## config.mk

```make
export PLATFORM = sky130hd
export DESIGN_NAME = fwd_select_unit
export DESIGN_NICKNAME = d
export VERILOG_FILES = /design/src/rtl/fwd_pkg.sv /design/src/rtl/fwd_producer_match.sv /design/src/rtl/fwd_lane.sv /design/src/rtl/fwd_select_unit.sv
export SDC_FILE = /design/constraint.sdc
export NUM_CORES = 1
export LEC_CHECK = 0
export BUFFER_PORTS_ARGS = -buffer_cell sky130_fd_sc_hd__buf_4
export CAP_MARGIN = 0
export CELL_PAD_IN_SITES_DETAIL_PLACEMENT = 1
export CELL_PAD_IN_SITES_GLOBAL_PLACEMENT = 2
export CORE_MARGIN = 3
export CORE_UTILIZATION = 24
export DETAILED_ROUTE_END_ITERATION = 12
export MAX_ROUTING_LAYER = met4
export PLACE_DENSITY = 0.95
export SYNTH_ARGS = -nofsm -noshare
export SYNTH_HDL_FRONTEND = slang
export SYNTH_SLANG_ARGS = --single-unit
```

## constraint.sdc

```tcl
create_clock -name vclk -period 1.5
set_input_delay 0.075 -clock vclk [all_inputs]
set_output_delay 0.075 -clock vclk [all_outputs]
set_load 0.1 [all_outputs]
```

## src/rtl/fwd_pkg.sv

```systemverilog
package fwd_pkg;

  typedef enum logic [1:0] {
    FWD_NONE = 2'b00,
    FWD_MEM  = 2'b01,
    FWD_WB   = 2'b10
  } fwd_sel_e;

  // Priority: the younger producer (MEM) decides first; a blocked MEM match
  // suppresses the older WB value, which would be stale.
  function automatic fwd_sel_e resolve_source(input logic mem_hit,
                                              input logic mem_blocked,
                                              input logic wb_hit);
    if (mem_hit)     return mem_blocked ? FWD_NONE : FWD_MEM;
    else if (wb_hit) return FWD_WB;
    else             return FWD_NONE;
  endfunction

endpackage

```

## src/rtl/fwd_producer_match.sv

```systemverilog
module fwd_producer_match #(
  parameter int IDX_W = 5
) (
  input  logic [IDX_W-1:0] src_idx,
  input  logic [IDX_W-1:0] dst_idx,
  input  logic             dst_wen,
  output logic             hit
);
  localparam logic [IDX_W-1:0] ZERO_IDX = '0;

  function automatic logic idx_match(input logic [IDX_W-1:0] s,
                                     input logic [IDX_W-1:0] d,
                                     input logic             w);
    return w && (s != ZERO_IDX) && (s == d);
  endfunction

  assign hit = idx_match(src_idx, dst_idx, dst_wen);

  always_comb begin
    if (src_idx == ZERO_IDX)
      assert_no_zero_hit_R5: assert (!hit);
    if (!dst_wen)
      assert_no_hit_disabled_R6: assert (!hit);
  end
endmodule

```

## src/rtl/fwd_lane.sv

```systemverilog
module fwd_lane
  import fwd_pkg::*;
#(
  parameter int IDX_W = 5
) (
  input  logic [IDX_W-1:0] src_idx,
  input  logic [IDX_W-1:0] mem_rd,
  input  logic             mem_wen,
  input  logic             mem_load,
  input  logic [IDX_W-1:0] wb_rd,
  input  logic             wb_wen,
  output fwd_sel_e         sel
);
  logic mem_hit;
  logic wb_hit;
  logic mem_blocked;

  fwd_producer_match #(.IDX_W(IDX_W)) u_mem_match (
    .src_idx(src_idx), .dst_idx(mem_rd), .dst_wen(mem_wen), .hit(mem_hit)
  );

  fwd_producer_match #(.IDX_W(IDX_W)) u_wb_match (
    .src_idx(src_idx), .dst_idx(wb_rd), .dst_wen(wb_wen), .hit(wb_hit)
  );

  assign mem_blocked = mem_load;
  assign sel         = resolve_source(mem_hit, mem_blocked, wb_hit);

  always_comb begin
    assert_code_legal_R1: assert (sel != 2'b11);
    if (sel == FWD_MEM)
      assert_mem_qualified_R2: assert (mem_wen && !mem_load && (mem_rd == src_idx) && (src_idx != '0));
    if (sel == FWD_WB)
      assert_wb_qualified_R3: assert (wb_wen && (wb_rd == src_idx) && (src_idx != '0)
                                      && !(mem_wen && (mem_rd == src_idx)));
    if (mem_hit && wb_hit)
      assert_mem_precedence_R4: assert (sel != FWD_WB);
    if (mem_wen && mem_load && (mem_rd == src_idx) && (src_idx != '0))
      assert_load_blocks_R7: assert (sel == FWD_NONE);
  end
endmodule

```

## src/rtl/fwd_select_unit.sv

```systemverilog
module fwd_select_unit
  import fwd_pkg::*;
#(
  parameter int IDX_W = 5
) (
  input  logic [IDX_W-1:0] id_rs1_i,
  input  logic [IDX_W-1:0] id_rs2_i,
  input  logic [IDX_W-1:0] ex_rs1_i,
  input  logic [IDX_W-1:0] ex_rs2_i,
  input  logic [IDX_W-1:0] mem_rd_i,
  input  logic             mem_wen_i,
  input  logic             mem_load_i,
  input  logic [IDX_W-1:0] wb_rd_i,
  input  logic             wb_wen_i,
  output logic [1:0]       ex_sel_a_o,
  output logic [1:0]       ex_sel_b_o,
  output logic [1:0]       id_sel_a_o,
  output logic [1:0]       id_sel_b_o
);
  // Lane order: 0 = EX rs1, 1 = EX rs2, 2 = ID rs1, 3 = ID rs2
  localparam int NUM_OPND  = 2;
  localparam int NUM_STAGE = 2;
  localparam int NUM_LANE  = NUM_OPND * NUM_STAGE;

  logic [IDX_W-1:0] lane_src [NUM_LANE];
  fwd_sel_e         lane_sel [NUM_LANE];

  assign lane_src[0] = ex_rs1_i;
  assign lane_src[1] = ex_rs2_i;
  assign lane_src[2] = id_rs1_i;
  assign lane_src[3] = id_rs2_i;

  for (genvar g = 0; g < NUM_LANE; g++) begin : g_lane
    fwd_lane #(.IDX_W(IDX_W)) u_lane (
      .src_idx (lane_src[g]),
      .mem_rd  (mem_rd_i),
      .mem_wen (mem_wen_i),
      .mem_load(mem_load_i),
      .wb_rd   (wb_rd_i),
      .wb_wen  (wb_wen_i),
      .sel     (lane_sel[g])
    );
  end

  assign ex_sel_a_o = lane_sel[0];
  assign ex_sel_b_o = lane_sel[1];
  assign id_sel_a_o = lane_sel[2];
  assign id_sel_b_o = lane_sel[3];

  // equal indices in different lanes must give equal selects
  always_comb begin
    if (ex_rs1_i == id_rs1_i)
      assert_stage_symmetry_R8: assert (ex_sel_a_o == id_sel_a_o);
    if (ex_rs1_i == ex_rs2_i)
      assert_operand_symmetry_R9: assert (ex_sel_a_o == ex_sel_b_o);
  end
endmodule

```

==> report_table.html, run 1 <==
<table>
<tr><th>Metric</th><th>Value</th></tr>
<tr><th colspan="2">Outcome</th></tr>
<tr><td>Run status</td><td>finished, final reports clean</td></tr>
<tr><th colspan="2">Logic synthesis</th></tr>
<tr><td>Cells taking the most area after synthesis</td><td>xnor2_1 (34%), xor2_1 (23%), o2111a_1 (7.3%)</td></tr>
<tr><td>Dominant cell type by area after synthesis</td><td>xnor2_1</td></tr>
<tr><td>Fraction of post-synthesis cell area in the top cell type by area</td><td>0.339</td></tr>
<tr><td>Unique masters post-synth</td><td>15</td></tr>
<tr><td>Post-Syn Area</td><td>619 sq um</td></tr>
<tr><td>Post-Syn Nets</td><td>115</td></tr>
<tr><td>Portion of the post-synthesis area used by sequential elements</td><td>0</td></tr>
<tr><td>Number of warnings printed during yosys synthesis</td><td>0</td></tr>
<tr><td>Avg Inst Size Synth</td><td>7.55 sq um</td></tr>
<tr><td>Number of instances in the synthesized netlist</td><td>82</td></tr>
<tr><th colspan="2">Critical path</th></tr>
<tr><td>Worst setup SP type</td><td>primary input</td></tr>
<tr><td>Worst Setup SP</td><td>wb_rd_i[0]</td></tr>
<tr><td>Startpoint-to-endpoint class of the critical path</td><td>in2out</td></tr>
<tr><td>Crit path arrival time</td><td>1280 ps</td></tr>
<tr><td>Maximum fanout encountered on the critical timing path</td><td>4</td></tr>
<tr><td>Critical Path RT</td><td>1420 ps</td></tr>
<tr><td>CP Capture Type</td><td>output port</td></tr>
<tr><th colspan="2">Place</th></tr>
<tr><td>Instance area after placement</td><td>980 sq um</td></tr>
<tr><td>Placer congestion estimate</td><td>0.855</td></tr>
<tr><td>Placed instance count</td><td>145</td></tr>
<tr><td>I/O Buffers</td><td>41</td></tr>
<tr><td>HPWL after detailed placement</td><td>2050 um</td></tr>
<tr><td>Post-Place Setup Slack</td><td>178 ps</td></tr>
<tr><th colspan="2">Global route</th></tr>
<tr><td>Number of antenna violations at the first check in global routing</td><td>0</td></tr>
<tr><td>Global router's overall resource usage</td><td>0.156</td></tr>
<tr><td>Overflow left after global routing</td><td>0</td></tr>
<tr><td>Via count of the first global-routing pass</td><td>836</td></tr>
<tr><td>Wire length of the first global-routing pass</td><td>3930 um</td></tr>
<tr><td>Largest net degree at the start of global routing</td><td>5</td></tr>
<tr><th colspan="2">Pwr</th></tr>
<tr><td>Maximum VDD drop</td><td>0.120 mV</td></tr>
<tr><td>Areal power density over the cells</td><td>298 mW/mm^2</td></tr>
<tr><td>Total Power</td><td>291 uW</td></tr>
<tr><td>P_leak</td><td>0.407 nW</td></tr>
<tr><th colspan="2">STA</th></tr>
<tr><td>Final hold violations</td><td>0</td></tr>
<tr><td>Setup repair after global routing missed its margin</td><td>no</td></tr>
<tr><td>Post-route minimum period</td><td>1360 ps</td></tr>
<tr><td>Relative max-transition margin</td><td>0.747</td></tr>
<tr><td>Final hold slack</td><td>601 ps</td></tr>
<tr><td>Actual transition at the worst max-transition pin</td><td>376 ps</td></tr>
<tr><td>Setup total negative slack</td><td>0 ps</td></tr>
<tr><td>Final WS setup</td><td>144 ps</td></tr>
<tr><td>Maximum clock frequency</td><td>0.738 GHz</td></tr>
<tr><td>Final cycle utilization of the critical path</td><td>0.904</td></tr>
<tr><td>Total count of max-transition violations in the final report</td><td>0</td></tr>
<tr><td>Setup violators final</td><td>0</td></tr>
<tr><th colspan="2">Die</th></tr>
<tr><td>Chip width</td><td>56.8 um</td></tr>
<tr><td>Cell Rows</td><td>17</td></tr>
<tr><td>Starting density of the core</td><td>0.267</td></tr>
<tr><td>Overall die height</td><td>56.8 um</td></tr>
<tr><td>Count of boundary I/O pins</td><td>41</td></tr>
<tr><td>Core area</td><td>0.00232 sq mm</td></tr>
<tr><td>Full die area</td><td>0.00323 sq mm</td></tr>
<tr><th colspan="2">Layout</th></tr>
<tr><td>Count of clock buffers in the final design</td><td>0</td></tr>
<tr><td>Synthesis-to-layout area growth</td><td>58.2%</td></tr>
<tr><td>Antenna diode count</td><td>0</td></tr>
<tr><td>Share of post-route cells with drive strength above 1</td><td>0.393</td></tr>
<tr><td>Final Util</td><td>0.423</td></tr>
<tr><td>Cell area after layout</td><td>980 sq um</td></tr>
<tr><td>Number of nets at the end of the flow</td><td>152</td></tr>
<tr><td>Count of sequential standard cells</td><td>0</td></tr>
<tr><td>Area taken by flip-flops and latches</td><td>0 sq um</td></tr>
<tr><td>Final non-filler cell total</td><td>145</td></tr>
<tr><th colspan="2">Route</th></tr>
<tr><td>Residual DRC</td><td>0</td></tr>
<tr><td>Final routed wire length divided by cell count</td><td>16.3 um</td></tr>
<tr><td>Total Wirelength</td><td>2360 um</td></tr>
<tr><td>Number of vias per cell</td><td>5.03</td></tr>
<tr><td>Number of antenna-violating nets in the routed design</td><td>0</td></tr>
<tr><td>Detailed router's first-iteration violation count</td><td>3</td></tr>
<tr><td>Number of iterations in the first detailed-routing pass</td><td>3</td></tr>
<tr><td>Via Count</td><td>729</td></tr>
<tr><th colspan="2">Worst hold path</th></tr>
<tr><td>WHS Endpoint</td><td>id_sel_b_o[0]</td></tr>
<tr><td>Min-delay worst type</td><td>in2out</td></tr>
<tr><td>Startpoint of the most critical hold path</td><td>mem_load_i</td></tr>
<tr><td>Worst hold stages</td><td>3</td></tr>
<tr><th colspan="2">CTS</th></tr>
<tr><td>Number of gates given a new drive strength after cts</td><td>0</td></tr>
<tr><td>Hold buffer count at CTS</td><td>0</td></tr>
<tr><td>Buffers inserted during post-CTS setup optimization</td><td>0</td></tr>
<tr><th colspan="2">Flow run</th></tr>
<tr><td>Number of violations of the max-capacitance limit</td><td>0</td></tr>
</table>
==> cell type report <==
| class | count | area (sq um) |
|---|---|---|
| repair buffers | 41 | 308 |
| well taps | 28 | 35.0 |
| multi-input cells | 76 | 637 |
| fillers | 285 | 1340 |
==> Yosys cell counts <==
library cell  count
clkbuf_2          4
nor4_2            1
and2_1            4
buf_2             1
nor3_1            4
o2111a_1          4
xor2_1           16
nor4b_1           3
xnor2_1          24
nand4_1           4
nor4b_2           1
nor4_1            3
buf_6             1
nor2_1            4
nand2_1           8
==> worst max-delay path, cell delays in order <==
cell and delay, ps:
buf_4 140, xor2_1 140, nor4_1 390, o2111a_1 250, buf_4 280
==> per-layer routing <==
metal,GRT usage,up-vias,wire (um)
met4,0.0166,0,16
met2,0.285,30,1200
met3,0.00920,2,122
met5,-,-,0
li1,-,351,-
met1,0.194,346,1020
==> power breakdown <==
group	switching (mW)	internal [mW]	total [mW]	leakage, nW
clock	0	0	0	0
combinational	0.153	0.139	0.291	0.407
sequential	0	0	0	0
total	0.153	0.139	0.291	0.407
==> cell families (layout without fill, tap and decap cells) <==
logic type | after synthesis | in the layout | share of synthesized area
AOI/OAI and AO/OA | 4 | 4 | 0.0727
xor gates and xnor gates | 40 | 40 | 0.566
buffers and inverters | 6 | 41 | 0.0586
and+or+nand+nor | 32 | 32 | 0.303
==> how the worst max path moves through the flow <==
stage	endpoint	slack, ps	depth (start not counted)
floorplan	ex_sel_a_o[0]	-170	4
global placement	ex_sel_b_o[1]	240	5
detailed placement	ex_sel_b_o[1]	180	5
CTS	ex_sel_b_o[1]	180	5
global route	ex_sel_b_o[1]	110	5
finish	ex_sel_b_o[1]	140	5
==> layout by cell type (no fill, tap or decap) <==
master and n:
and2_1 4, buf_4 41, nand2_1 8, nand4_1 4, nor2_1 4, nor3_1 4
nor4_1 3, nor4_2 1, nor4b_4 4, o2111a_1 4, xnor2_1 24, xor2_1 16
(Power assumes the default switching activity.)
==> inputs of run 2 (changes only) <==
Settings changed: CORE_MARGIN 3 to 2, PLACE_DENSITY 0.95 to 0.87.
==> run 2 against run 1 <==
Final cell count grew 1.4%. Routed wire length shrank 3.2%. Non-clock buffer count is the same. Largest cell class unchanged. Critical endpoint is now id_sel_b_o[1].
==> report_table.html, run 2 (same netlist as run 1, synthesis figures left out) <==
<table>
<tr><th>Metric</th><th>Value</th></tr>
<tr><th colspan="2">Route</th></tr>
<tr><td>Via Count</td><td>730 (+0.14%)</td></tr>
<tr><td>Number of antenna-violating nets in the routed design</td><td>0 (unchanged)</td></tr>
<tr><td>Total Wirelength</td><td>2280 um (-3.2%)</td></tr>
<tr><td>Number of iterations in the first detailed-routing pass</td><td>4 (+1)</td></tr>
<tr><td>Detailed router's first-iteration violation count</td><td>8 (+5)</td></tr>
<tr><td>Residual DRC</td><td>0 (unchanged)</td></tr>
<tr><td>Final routed wire length divided by cell count</td><td>15.5 um (-4.5%)</td></tr>
<tr><td>Number of vias per cell</td><td>4.97 (-1.2%)</td></tr>
<tr><th colspan="2">STA</th></tr>
<tr><td>Relative max-transition margin</td><td>0.820 (+0.0731)</td></tr>
<tr><td>Total count of max-transition violations in the final report</td><td>0 (unchanged)</td></tr>
<tr><td>Setup violators final</td><td>0 (unchanged)</td></tr>
<tr><td>Setup total negative slack</td><td>0 ps (unchanged)</td></tr>
<tr><td>Setup repair after global routing missed its margin</td><td>no</td></tr>
<tr><td>Maximum clock frequency</td><td>0.791 GHz (+7.2%)</td></tr>
<tr><td>Final hold violations</td><td>0 (unchanged)</td></tr>
<tr><td>Actual transition at the worst max-transition pin</td><td>267 ps (-109 ps)</td></tr>
<tr><td>Final cycle utilization of the critical path</td><td>0.843 (-0.0608)</td></tr>
<tr><td>Final WS setup</td><td>236 ps (+91.2 ps)</td></tr>
<tr><td>Post-route minimum period</td><td>1260 ps (-91.2 ps)</td></tr>
<tr><td>Final hold slack</td><td>597 ps (-3.99 ps)</td></tr>
<tr><th colspan="2">Layout</th></tr>
<tr><td>Antenna diode count</td><td>0 (unchanged)</td></tr>
<tr><td>Area taken by flip-flops and latches</td><td>0 sq um (unchanged)</td></tr>
<tr><td>Commonest non-fill, non-tap cells in the layout</td><td>buf_4 (41), xnor2_1 (24), xor2_1 (16), nand2_1 (8)</td></tr>
<tr><td>Cell area after layout</td><td>982 sq um (+0.26%)</td></tr>
<tr><td>Most frequent standard cell in the layout excluding fill and tap cells</td><td>buf_4</td></tr>
<tr><td>Count of sequential standard cells</td><td>0 (unchanged)</td></tr>
<tr><td>Final non-filler cell total</td><td>147 (+1.4%)</td></tr>
<tr><td>Count of clock buffers in the final design</td><td>0 (unchanged)</td></tr>
<tr><td>Number of nets at the end of the flow</td><td>152 (unchanged)</td></tr>
<tr><td>Final Util</td><td>0.400 (-0.0225)</td></tr>
<tr><td>Synthesis-to-layout area growth</td><td>58.6%</td></tr>
<tr><td>Share of post-route cells with drive strength above 1</td><td>0.393 (unchanged)</td></tr>
<tr><th colspan="2">CTS</th></tr>
<tr><td>Hold buffer count at CTS</td><td>0 (unchanged)</td></tr>
<tr><td>Buffers inserted during post-CTS setup optimization</td><td>0 (unchanged)</td></tr>
<tr><td>Number of gates given a new drive strength after cts</td><td>0 (unchanged)</td></tr>
<tr><th colspan="2">Flow run</th></tr>
<tr><td>Number of violations of the max-capacitance limit</td><td>0 (unchanged)</td></tr>
<tr><th colspan="2">Critical path</th></tr>
<tr><td>CP Capture Type</td><td>output port</td></tr>
<tr><td>Crit path arrival time</td><td>1190 ps (-90 ps)</td></tr>
<tr><td>Startpoint-to-endpoint class of the critical path</td><td>in2out</td></tr>
<tr><td>Maximum fanout encountered on the critical timing path</td><td>4 (unchanged)</td></tr>
<tr><td>Critical Path RT</td><td>1420 ps (about the same)</td></tr>
<tr><td>Worst setup SP type</td><td>primary input</td></tr>
<tr><th colspan="2">Place</th></tr>
<tr><td>Placed instance count</td><td>147 (+1.4%)</td></tr>
<tr><td>HPWL after detailed placement</td><td>1970 um (-4.0%)</td></tr>
<tr><td>Post-Place Setup Slack</td><td>221 ps (+43.0 ps)</td></tr>
<tr><td>Instance area after placement</td><td>982 sq um (+0.26%)</td></tr>
<tr><td>I/O Buffers</td><td>41 (unchanged)</td></tr>
<tr><td>Placer congestion estimate</td><td>0.873 (+2.0%)</td></tr>
<tr><th colspan="2">Pwr</th></tr>
<tr><td>P_leak</td><td>0.407 nW (unchanged)</td></tr>
<tr><td>Maximum VDD drop</td><td>0.118 mV (-1.9%)</td></tr>
<tr><td>Areal power density over the cells</td><td>293 mW/mm^2 (-1.4%)</td></tr>
<tr><td>Total Power</td><td>288 uW (-1.1%)</td></tr>
<tr><th colspan="2">Die</th></tr>
<tr><td>Count of boundary I/O pins</td><td>41 (unchanged)</td></tr>
<tr><td>Starting density of the core</td><td>0.252 (-0.0148)</td></tr>
<tr><td>Overall die height</td><td>54.8 um (-3.5%)</td></tr>
<tr><td>Full die area</td><td>0.00300 sq mm (-6.9%)</td></tr>
<tr><td>Cell Rows</td><td>18 (+1)</td></tr>
<tr><td>Chip width</td><td>54.8 um (-3.5%)</td></tr>
<tr><td>Core area</td><td>0.00245 sq mm (+5.9%)</td></tr>
<tr><th colspan="2">Global route</th></tr>
<tr><td>Overflow left after global routing</td><td>0 (unchanged)</td></tr>
<tr><td>Via count of the first global-routing pass</td><td>741 (-11%)</td></tr>
<tr><td>Global router's overall resource usage</td><td>0.169 (+0.0126)</td></tr>
<tr><td>Largest net degree at the start of global routing</td><td>5 (unchanged)</td></tr>
<tr><td>Wire length of the first global-routing pass</td><td>3520 um (-11%)</td></tr>
<tr><td>Number of antenna violations at the first check in global routing</td><td>0 (unchanged)</td></tr>
<tr><th colspan="2">Worst hold path</th></tr>
<tr><td>Worst hold stages</td><td>3 (unchanged)</td></tr>
<tr><td>Min-delay worst type</td><td>in2out</td></tr>
<tr><th colspan="2">Outcome</th></tr>
<tr><td>Run status</td><td>finished, final reports clean</td></tr>
</table>
[run 2: cell type report]
type	instances	area, sq um
Timing Repair Buffer	41	308
Multi-Input combinational cell	76	637
Tap cell	30	37.5
Fill cell	318	1470
[run 2: metal layers]
layer  vias up  share of wire  track usage
li1        350              -            -
met5         -              0            -
met1       350           0.43        0.222
met4         0              0            0
met3         0          0.065            0
met2        30           0.50        0.308
[run 2: final timing paths]
| path | slack [ps] | startpoint | end |
|---|---|---|---|
| worst min-delay path | 600 | mem_load_i | id_sel_b_o[0] |
| worst max-delay path | 240 | wb_rd_i[0] | id_sel_b_o[1] |
[run 2: worst max-delay path, stage by stage]
cell      delay, ps
buf_4           140
xor2_1          170
nor4_2          290
o2111a_1        230
buf_4           290
[run 2: power by group]
group	total, mW	internal, mW	switching [mW]
Sequential	0	0	0
Combinational	0.288	0.139	0.149
Clock	0	0	0
Total	0.288	0.139	0.149
